**src/rtl/ovl_blend_pkg.sv**
```systemverilog
package ovl_blend_pkg;
  typedef enum logic [1:0] {
    FMT_8  = 2'd0,
    FMT_16 = 2'd1,
    FMT_24 = 2'd2,
    FMT_32 = 2'd3
  } pix_fmt_e;

  localparam logic [1:0] SRC_MASKED_OR_B15 = 2'd0;
  localparam logic [1:0] SRC_TOP_BIT       = 2'd1;
  localparam logic [1:0] SRC_WIDE_OR_ZERO  = 2'd2;
endpackage

```
**src/rtl/ovl_key_sel.sv**
```systemverilog
module ovl_key_sel
  import ovl_blend_pkg::*;
#(
  parameter int PIX_W = 32,
  parameter int CMP_W = 24
) (
  input  logic [PIX_W-1:0] pix_i,
  input  logic             cmp_en_i,
  input  logic [1:0]       src_i,
  input  logic [1:0]       fmt_i,
  input  logic [CMP_W-1:0] cmp_i,
  input  logic             inv_i,
  output logic             ovl_o
);
  localparam int BYTE_W = 8;
  localparam int HI_W   = 15;
  localparam int MID_B  = HI_W;

  logic [BYTE_W-1:0] mask;
  logic              masked_hit;
  logic              wide_hit;
  logic              raw;
  logic              unused_pix;

  assign unused_pix = ^pix_i[PIX_W-2:CMP_W];
  assign mask       = cmp_i[CMP_W-1 -: BYTE_W];
  assign masked_hit = ((pix_i[BYTE_W-1:0] ^ cmp_i[BYTE_W-1:0]) & mask) == '0;

  always_comb begin
    unique case (pix_fmt_e'(fmt_i))
      FMT_8:   wide_hit = pix_i[BYTE_W-1:0] == cmp_i[BYTE_W-1:0];
      FMT_16:  wide_hit = pix_i[HI_W-1:0] == cmp_i[HI_W-1:0];
      default: wide_hit = pix_i[CMP_W-1:0] == cmp_i;
    endcase
  end

  always_comb begin
    raw = 1'b0;
    if (cmp_en_i) begin
      if (src_i == SRC_MASKED_OR_B15)     raw = masked_hit;
      else if (src_i == SRC_WIDE_OR_ZERO) raw = wide_hit;
    end else begin
      if (src_i == SRC_MASKED_OR_B15)     raw = pix_i[MID_B];
      else if (src_i == SRC_TOP_BIT)      raw = pix_i[PIX_W-1];
    end
  end

  assign ovl_o = raw ^ inv_i;
endmodule

```
**src/rtl/blend_factor_gen.sv**
```systemverilog
module blend_factor_gen #(
  parameter int COEF_W    = 8,
  parameter int GAIN_W    = 2,
  parameter int MAX_SHIFT = 2
) (
  input  logic              dyn_i,
  input  logic              ovl_i,
  input  logic [COEF_W-1:0] lvl_on_i,
  input  logic [COEF_W-1:0] lvl_off_i,
  input  logic [COEF_W-1:0] live_i,
  input  logic [COEF_W-1:0] zero_i,
  input  logic [GAIN_W-1:0] gain_i,
  input  logic              inv_i,
  output logic [COEF_W-1:0] coef_o
);
  localparam int EXT_W = COEF_W + MAX_SHIFT;

  logic [COEF_W:0]     diff;
  logic [GAIN_W-1:0]   shamt;
  logic [EXT_W-1:0]    shifted;
  logic [COEF_W-1:0]   dyn;
  logic [COEF_W-1:0]   raw;

  assign diff  = {1'b0, live_i} - {1'b0, zero_i};
  assign shamt = (int'(gain_i) > MAX_SHIFT) ? GAIN_W'(MAX_SHIFT) : gain_i;

  always_comb begin
    shifted = {{MAX_SHIFT{1'b0}}, diff[COEF_W-1:0]} << shamt;
    if (diff[COEF_W])                   dyn = '0;   // borrow: clamp low
    else if (|shifted[EXT_W-1:COEF_W])  dyn = '1;   // overflow: clamp high
    else                                dyn = shifted[COEF_W-1:0];
  end

  assign raw    = dyn_i ? dyn : (ovl_i ? lvl_on_i : lvl_off_i);
  assign coef_o = raw ^ {COEF_W{inv_i}};
endmodule

```
**src/rtl/ovl_blend_gen.sv**
```systemverilog
module ovl_blend_gen #(
  parameter int PIX_W  = 32,
  parameter int CMP_W  = 24,
  parameter int COEF_W = 8,
  parameter int GAIN_W = 2
) (
  input  logic              clk_i,
  input  logic              rst_ni,
  input  logic              pix_valid_i,
  input  logic [PIX_W-1:0]  pix_data_i,
  input  logic [COEF_W-1:0] live_mix_i,
  input  logic              cmp_en_i,
  input  logic [1:0]        ovl_src_i,
  input  logic [1:0]        pix_fmt_i,
  input  logic [CMP_W-1:0]  cmp_value_i,
  input  logic              ovl_inv_i,
  input  logic              blend_mode_i,
  input  logic [COEF_W-1:0] lvl_on_i,
  input  logic [COEF_W-1:0] lvl_off_i,
  input  logic [COEF_W-1:0] mix_zero_i,
  input  logic [GAIN_W-1:0] mix_gain_i,
  input  logic              mix_inv_i,
  output logic              valid_o,
  output logic              ovl_o,
  output logic [COEF_W-1:0] blend_o
);
  logic              ovl_d;
  logic [COEF_W-1:0] coef_d;

  ovl_key_sel #(.PIX_W(PIX_W), .CMP_W(CMP_W)) u_key (
    .pix_i    (pix_data_i),
    .cmp_en_i (cmp_en_i),
    .src_i    (ovl_src_i),
    .fmt_i    (pix_fmt_i),
    .cmp_i    (cmp_value_i),
    .inv_i    (ovl_inv_i),
    .ovl_o    (ovl_d)
  );

  blend_factor_gen #(.COEF_W(COEF_W), .GAIN_W(GAIN_W), .MAX_SHIFT(2)) u_coef (
    .dyn_i     (blend_mode_i),
    .ovl_i     (ovl_d),
    .lvl_on_i  (lvl_on_i),
    .lvl_off_i (lvl_off_i),
    .live_i    (live_mix_i),
    .zero_i    (mix_zero_i),
    .gain_i    (mix_gain_i),
    .inv_i     (mix_inv_i),
    .coef_o    (coef_d)
  );

  always_ff @(posedge clk_i or negedge rst_ni) begin
    if (!rst_ni) begin
      valid_o <= 1'b0;
      ovl_o   <= 1'b0;
      blend_o <= '0;
    end else begin
      valid_o <= pix_valid_i;
      if (pix_valid_i) begin
        ovl_o   <= ovl_d;
        blend_o <= coef_d;
      end
    end
  end
endmodule

```
**config.mk**
```make
export PLATFORM = sky130hd
export DESIGN_NAME = ovl_blend_gen
export DESIGN_NICKNAME = d
export VERILOG_FILES = /design/src/rtl/ovl_blend_pkg.sv /design/src/rtl/ovl_key_sel.sv /design/src/rtl/blend_factor_gen.sv /design/src/rtl/ovl_blend_gen.sv
export SDC_FILE = /design/constraint.sdc
export NUM_CORES = 1
export LEC_CHECK = 0
export BUFFER_PORTS_ARGS = -buffer_cell sky130_fd_sc_hd__clkbuf_2
export CAP_MARGIN = 20
export CORE_ASPECT_RATIO = 1.5
export CORE_MARGIN = 1
export CORE_UTILIZATION = 45
export DETAILED_ROUTE_END_ITERATION = 7
export PLACE_DENSITY = 0.82
export SETUP_SLACK_MARGIN = 0.2
export SYNTH_ARGS = -nofsm -noshare
export SYNTH_HDL_FRONTEND = slang
export SYNTH_SLANG_ARGS = --single-unit
export TNS_END_PERCENT = 50
```
**constraint.sdc**
```tcl
create_clock -name clk_i -period 1.3 [get_ports clk_i]
set_input_delay 0.065 -clock clk_i [delete_from_list [all_inputs] [get_ports clk_i]]
set_output_delay 0.065 -clock clk_i [all_outputs]
set_load 0.01 [all_outputs]
```
After elaboration in Yosys (flattened, before gate mapping)
Cells that the tools add are included.
- flip-flop bits (word level): 10
- input port bits: 101
- output and inout bits: 10
- logic and storage cells: 31
- add/sub/neg operators: 1
- order comparisons: 1
- equality and inequality tests: 6
- shifts and indexed selects: 1
- mux-type cells: 11
- bitwise operators: 4
- reductions and logical operators: 4
- operator list (kind ; count):
    two-way mux 8 bit ; 4
    equality test 24 bit ; 1
    bitwise XOR 8 bit ; 2
    equality test 15 bit ; 1
    << shifter 8 x 2 -> 10 bit ; 1
    subtractor 8 x 8 -> 9 bit ; 1
    bitwise AND 8 bit ; 1
    equality test 8 bit ; 1
    logical NOT 8 bit ; 1
    two-way mux 1 bit ; 5
    equality test 2 x 1 -> 1 bit, second input constant ; 2
    logical NOT 2 bit ; 2
    equality test 2 bit, second input constant ; 1
    greater-than comparator 2 bit, second input constant ; 1
    two-way mux 2 bit ; 1
    case mux 1 bit (2 select lines) ; 1
    OR reduction 2 bit ; 1
    bitwise XOR 1 bit ; 1

Depth between registers and ports, before layout
- depth in word-level cells: 9
- gate-level depth with buffers: 11
- gate-level depth less buffers: 11

Cells and area by module
From an unflattened synthesis, not the netlist that was laid out.
- cells, all modules: 201
- area total of the unflattened synthesis: 1727.9 um^2
- by module, submodules not included (module ; times used ; cells an instance ; area each (um^2) ; seq. area each (um^2)):
    blend_factor_gen ; 1 ; 128 ; 895.9 ; 0.0
    ovl_key_sel ; 1 ; 53 ; 435.4 ; 0.0
    ovl_blend_gen ; 1 ; 20 ; 396.6 ; 250.2

Worst setup path before layout
No wires, ideal clock.
- path kind: in2reg
- start point: input port mix_zero_i[1]
- end point: register blend_o[0]
- setup time: 139 ps
- arrival time: 2289 ps
- data required time: 1161 ps
- path slack: -1128 ps
- cell stages on the path: 11
- buffers on the path: 1
- cells stage by stage: inv_1 ha_1 nor2b_1 o2111a_1 o32a_1 xnor2_1 buf_2 a22oi_1 nand3_1 nor3b_1 or4_1
- word-level cells in the longest chain between the ends: 7
- RTL lines (item ; line ; text):
    from (decl) ; ovl_blend_gen.sv:20 ; input logic [COEF_W-1:0] mix_zero_i,
    subtractor 8 x 8 -> 9 bit * ; blend_factor_gen.sv:24 ; assign diff = {1'b0, live_i} - {1'b0, zero_i};
    << shifter 8 x 2 -> 10 bit ; blend_factor_gen.sv:28 ; shifted = {{MAX_SHIFT{1'b0}}, diff[COEF_W-1:0]} << shamt;
    OR reduction 2 bit ; blend_factor_gen.sv:30 ; else if (|shifted[EXT_W-1:COEF_W]) dyn = '1;
    two-way mux 8 bit ; blend_factor_gen.sv:30 ;
    two-way mux 8 bit * ; blend_factor_gen.sv:29 ; if (diff[COEF_W]) dyn = '0;
    two-way mux 8 bit * ; blend_factor_gen.sv:34 ; assign raw = dyn_i ? dyn : (ovl_i ? lvl_on_i : lvl_off_i);
    bitwise XOR 8 bit * ; blend_factor_gen.sv:35 ; assign coef_o = raw ^ {COEF_W{inv_i}};
    to (signal assigned) ; ovl_blend_gen.sv:61 ; blend_o <= coef_d;
    to (decl) ; ovl_blend_gen.sv:25 ; output logic [COEF_W-1:0] blend_o
Every way passes the cells marked *; elsewhere a longest branch is shown, timed or not.
A chain may end at the register's enable or synchronous reset.

Worst setup path after layout
- start point: input port mix_zero_i[3]
- end point: register blend_o[2]
Same word-level chain as after synthesis.

==> reports/results.txt <==
The run finished, with violations left. The final reports fail on setup timing. The clock passes through at most 2 buffers.

Walking the worst path, the cells encountered are clkbuf_2, inv_1, ha_1, nand3_1, nand2_1, o32a_1, xnor2_4, buf_6, buf_4, a311oi_4, a21oi_1, mux2i_1, nand4_1. Once placement finished, the instance area stood at 3060 um2. The HPWL after detailed placement is 5640 um. The tool flagged a number of max-cap violations equal to 0. Based on the critical path, the design can be clocked at up to 453 MHz. The clock arrives with 0 ns of skew. When the netlist entered floorplanning its net count stood at 355.

The analysis attributes to net switching a power of 0.914 mW. Setup repair after global routing could not meet its margin everywhere. Clock-pin slew was measured on the worst setup and hold paths at 0.05 ns.

The starting density of the core was 0.464; the total of endpoints with negative setup slack in the final report was 9. IR analysis of the VDD net gives a maximum drop of 611 uV. For the worst endpoint data arrival time, the log shows 2.32 ns.

The ratio of routed vias to standard cells works out to 5.90. In the final design database the tool counted 535 nets. For the worst-skew pair, the clock arrives at the later sink with an insertion delay of 0.25 ns. For the pin with the worst max-slew slack, the measured transition is 0.545 ns. In this run the tool buffered the top-level ports with 103 buffer cells.

The mean instance size in the synthesized netlist came out at 7.97 um2. Summing every instance area after synthesis gives 1950 um2. Number of antenna violations at the first check in global routing: 0. The detailed-route via count is 2768, and the wire length of the first global-routing pass is 11100 um. Post-layout worst setup margin: -0.909 ns. Via count of the first global-routing pass: 2703. For this run, the leading register cell type out of synthesis is sky130_fd_sc_hd__dfrtp_1.

The number of enable-type register cells in the synthesized netlist came out at 0. The layout-stage area growth over the synthesis result was 76.8%; the post-route minimum period was 2.21 ns. The critical path contains buffers and inverters numbering 4 combined.

The portion of synthesized cell area occupied by the leading cell type works out to 0.128. Counting every instance in the synthesized netlist gives 245. The total overflow left after global routing is 0. The run gives 100 as the number of DRC violations after detailed-routing iteration 0. The total routing usage reported by global routing came out at 0.301. Summing all flip-flop and latch instances after layout gives 250 um2. The overall power consumption was 2.27 mW.

The detail route stage leaves a number of antenna-violating nets equal to 0. Final-report hold violation count: 0. The min-delay analysis places its worst path in the category in2reg. The number of buffers created by CTS is 3. The combinational cell fraction of total power is 0.674, and the setup TNS after final layout is -7.01 ns. For the final estimated routing congestion in global placement, the log shows 0.915.

The core region is 4210 um2. For the total clock sinks, the log shows 10. The run gives 260 as the number of filler instances in the final layout. The tools report the static leakage power as 1.68 nW. In this design, the stage delay of the slowest critical-path cell is 0.45 ns.

The final standard cell area without fillers was 3450 um2; the final clock period utilization by the worst path was 1.70. The first detailed-routing pass took 4 iterations. The floorplan step set the die width to 55.8 um. In this run, placement finished with an instance count of 451. Yosys attributes the largest share of cell area to sky130_fd_sc_hd__dfrtp_1, sky130_fd_sc_hd__mux2i_1, sky130_fd_sc_hd__xor2_1. The number of antenna diodes in the final layout is 0. The number of non-filler instances in the completed layout was 469. Cell type with the highest aggregate area in the netlist: sky130_fd_sc_hd__dfrtp_1.

The run gives 0 as the number of remaining DRC errors. The share of power burned in registers was 0.178; the wire length reported by the detailed router was 7920 um. In the final layout, the multi-input gates occupy 1870 um2. The share of synthesized flip-flops with an asynchronous set or reset is 1.00. Counting flops and latches in the post-synthesis netlist gives 10. The run gives 1 as the number of H-tree levels. The die height came out at 82.7 um. The proportion of layout cells with a drive suffix above 1 was 0.546.

Data on the critical path is required at its endpoint by 1.41 ns. In this run the worst path has a maximum fanout of 6. Entering global routing, the biggest net connects 15 pins. Worst slew margin relative to its limit: 0.634. Cell at the root of the clock tree: sky130_fd_sc_hd__clkbuf_8. The kind of critical path was in2reg. Dividing the detail-routed wire length by the instance count gives 16.9 um. The ratio of total power to cell area was 659 nW/um2; the design internal power was 1.36 mW.

The cell class contributing the biggest share of worst-path delay is compound AO/OA/AOI/OAI gates. In this run the count of I/O pins placed on the die edge is 111. The synthesized netlist contains 54 unique library cells. The type of destination of the critical path is a flip-flop. The sequential element share of the synthesized area was 0.128. Among all stages on the critical path, the largest delay is contributed by sky130_fd_sc_hd__o32a_1. TritonCTS built the clock tree.

The synthesis warning total came out at 0. The tools report the full die area as 4610 um2. The startpoint class of the critical path was an input port. Switching share of power: 0.402. The tools report the number of pins with negative max-slew slack in the final report as 0. The logs give 0.148 for the share of total power in the clock network and 29 for the number of placement rows.
[metal layers]
metal	vias to the layer above	track usage	share of wire
met3	50	0.0312	0.054
met5	-	0	0
li1	1288	-	-
met2	148	0.649	0.56
met4	0	0.180	0.060
met1	1282	0.261	0.32
[cells in the final DEF (no fill, tap or decap), drive strengths merged, types with 6 or more instances in the layout]
cell / Yosys / layout
xor2: 17 / 17
inv: 12 / 11
o211ai: 8 / 8
a22oi: 6 / 6
nand2: 20 / 20
nand4: 15 / 15
clkbuf: 3 / 103
nor2: 11 / 11
nand3: 15 / 15
ha: 8 / 8
nand2b: 8 / 8
a21oi: 10 / 10
mux2: 9 / 9
xnor2: 12 / 12
buf: 4 / 81
mux2i: 15 / 15
dfrtp: 10 / 10
o21ai: 6 / 6
[sequential cells by signal, indices dropped and copies added, names as in the netlist]
register,flops
valid_o,1
blend_o,8
ovl_o,1
[cell families (layout without fill, tap and decap cells)]
logic type / count (synthesis) / count (layout) / synth area share
adders and majority gates: 9 / 9 / 0.0615
and+or+nand+nor: 95 / 95 / 0.269
xor gates and xnor gates: 29 / 29 / 0.130
AOI/OAI and AO/OA: 59 / 59 / 0.241
buffers and inverters: 19 / 197 / 0.0416
DFF: 10 / 10 / 0.128
muxes: 24 / 24 / 0.129
[area by class of cell]
cell class | instances | share of cell area
flip-flops and latches | 10 | 0.0725
well taps | 46 | 0.0167
multi-input cells | 216 | 0.542
clock buffers | 3 | 0.0120
repair buffers | 182 | 0.342
inverters | 12 | 0.0152
[cell usage after synthesis (2+ instances only)]
cell type / n
sky130_fd_sc_hd__a21o_1: 5
sky130_fd_sc_hd__a21oi_1: 10
sky130_fd_sc_hd__a22oi_1: 6
sky130_fd_sc_hd__a311oi_1: 3
sky130_fd_sc_hd__a31oi_1: 2
sky130_fd_sc_hd__a41oi_1: 2
sky130_fd_sc_hd__and3_1: 3
sky130_fd_sc_hd__buf_2: 2
sky130_fd_sc_hd__clkbuf_1: 3
sky130_fd_sc_hd__dfrtp_1: 10
sky130_fd_sc_hd__ha_1: 8
sky130_fd_sc_hd__inv_1: 12
sky130_fd_sc_hd__mux2_2: 9
sky130_fd_sc_hd__mux2i_1: 15
sky130_fd_sc_hd__nand2_1: 20
sky130_fd_sc_hd__nand2b_1: 8
sky130_fd_sc_hd__nand3_1: 14
sky130_fd_sc_hd__nand4_1: 15
sky130_fd_sc_hd__nor2_1: 11
sky130_fd_sc_hd__nor2b_1: 5
sky130_fd_sc_hd__nor3_1: 2
sky130_fd_sc_hd__nor3b_1: 3
sky130_fd_sc_hd__o211ai_1: 6
sky130_fd_sc_hd__o211ai_2: 2
sky130_fd_sc_hd__o21a_1: 3
sky130_fd_sc_hd__o21ai_0: 6
sky130_fd_sc_hd__o32a_1: 2
sky130_fd_sc_hd__or2_2: 2
sky130_fd_sc_hd__or3_1: 3
sky130_fd_sc_hd__or4_1: 2
sky130_fd_sc_hd__xnor2_1: 12
sky130_fd_sc_hd__xor2_1: 17
[through the flow]
step / utilization / setup slack, ns / hold slack (ns)
floorplan: - / -1.01 / -0.231
global placement: 0.726 / -1.16 / -0.0567
detailed placement: 0.726 / -1.22 / -0.0543
CTS: 0.770 / -0.921 / 0.145
global route: 0.820 / -1.05 / 0.146
finish: 0.820 / -0.909 / 0.137
[power groups by stage]
stage                     Combinational (mW)  Clock [mW]  Sequential (mW)
after global placement                  1.18           0            0.401
after CTS                               1.32       0.318            0.399
after detailed placement                1.21           0            0.403
after floorplan                        0.620           0            0.419
after global routing                    1.63       0.353            0.408
final                                   1.53       0.337            0.404
[path summary, 6_finish.rpt]
path | startpoint | endpoint | slack (ns) | cells past startpoint
min in group asynchronous | rst_ni | blend_o[4]$_DFFE_PN0P_ | 0.26 | 2
hold reg to reg | blend_o[5]$_DFFE_PN0P_ | blend_o[5]$_DFFE_PN0P_ | 0.52 | 2
max in group asynchronous | rst_ni | blend_o[0]$_DFFE_PN0P_ | 0.82 | 2
hold / removal | pix_valid_i | valid_o$_DFF_PN0_ | 0.14 | 2
setup / recovery | mix_zero_i[3] | blend_o[2]$_DFFE_PN0P_ | -0.91 | 13
setup reg to reg | blend_o[6]$_DFFE_PN0P_ | blend_o[6]$_DFFE_PN0P_ | 0.14 | 2
[timing repair]
item / CTS / global route
pin swaps: 8 / 11
hold endpoints to repair: 10 / 0
hold buffers: 1 / 0
gates resized for setup: 18 / 23
setup endpoints to repair: 9 / 9
setup buffers: 3 / 11
(Power assumes the default switching activity.)
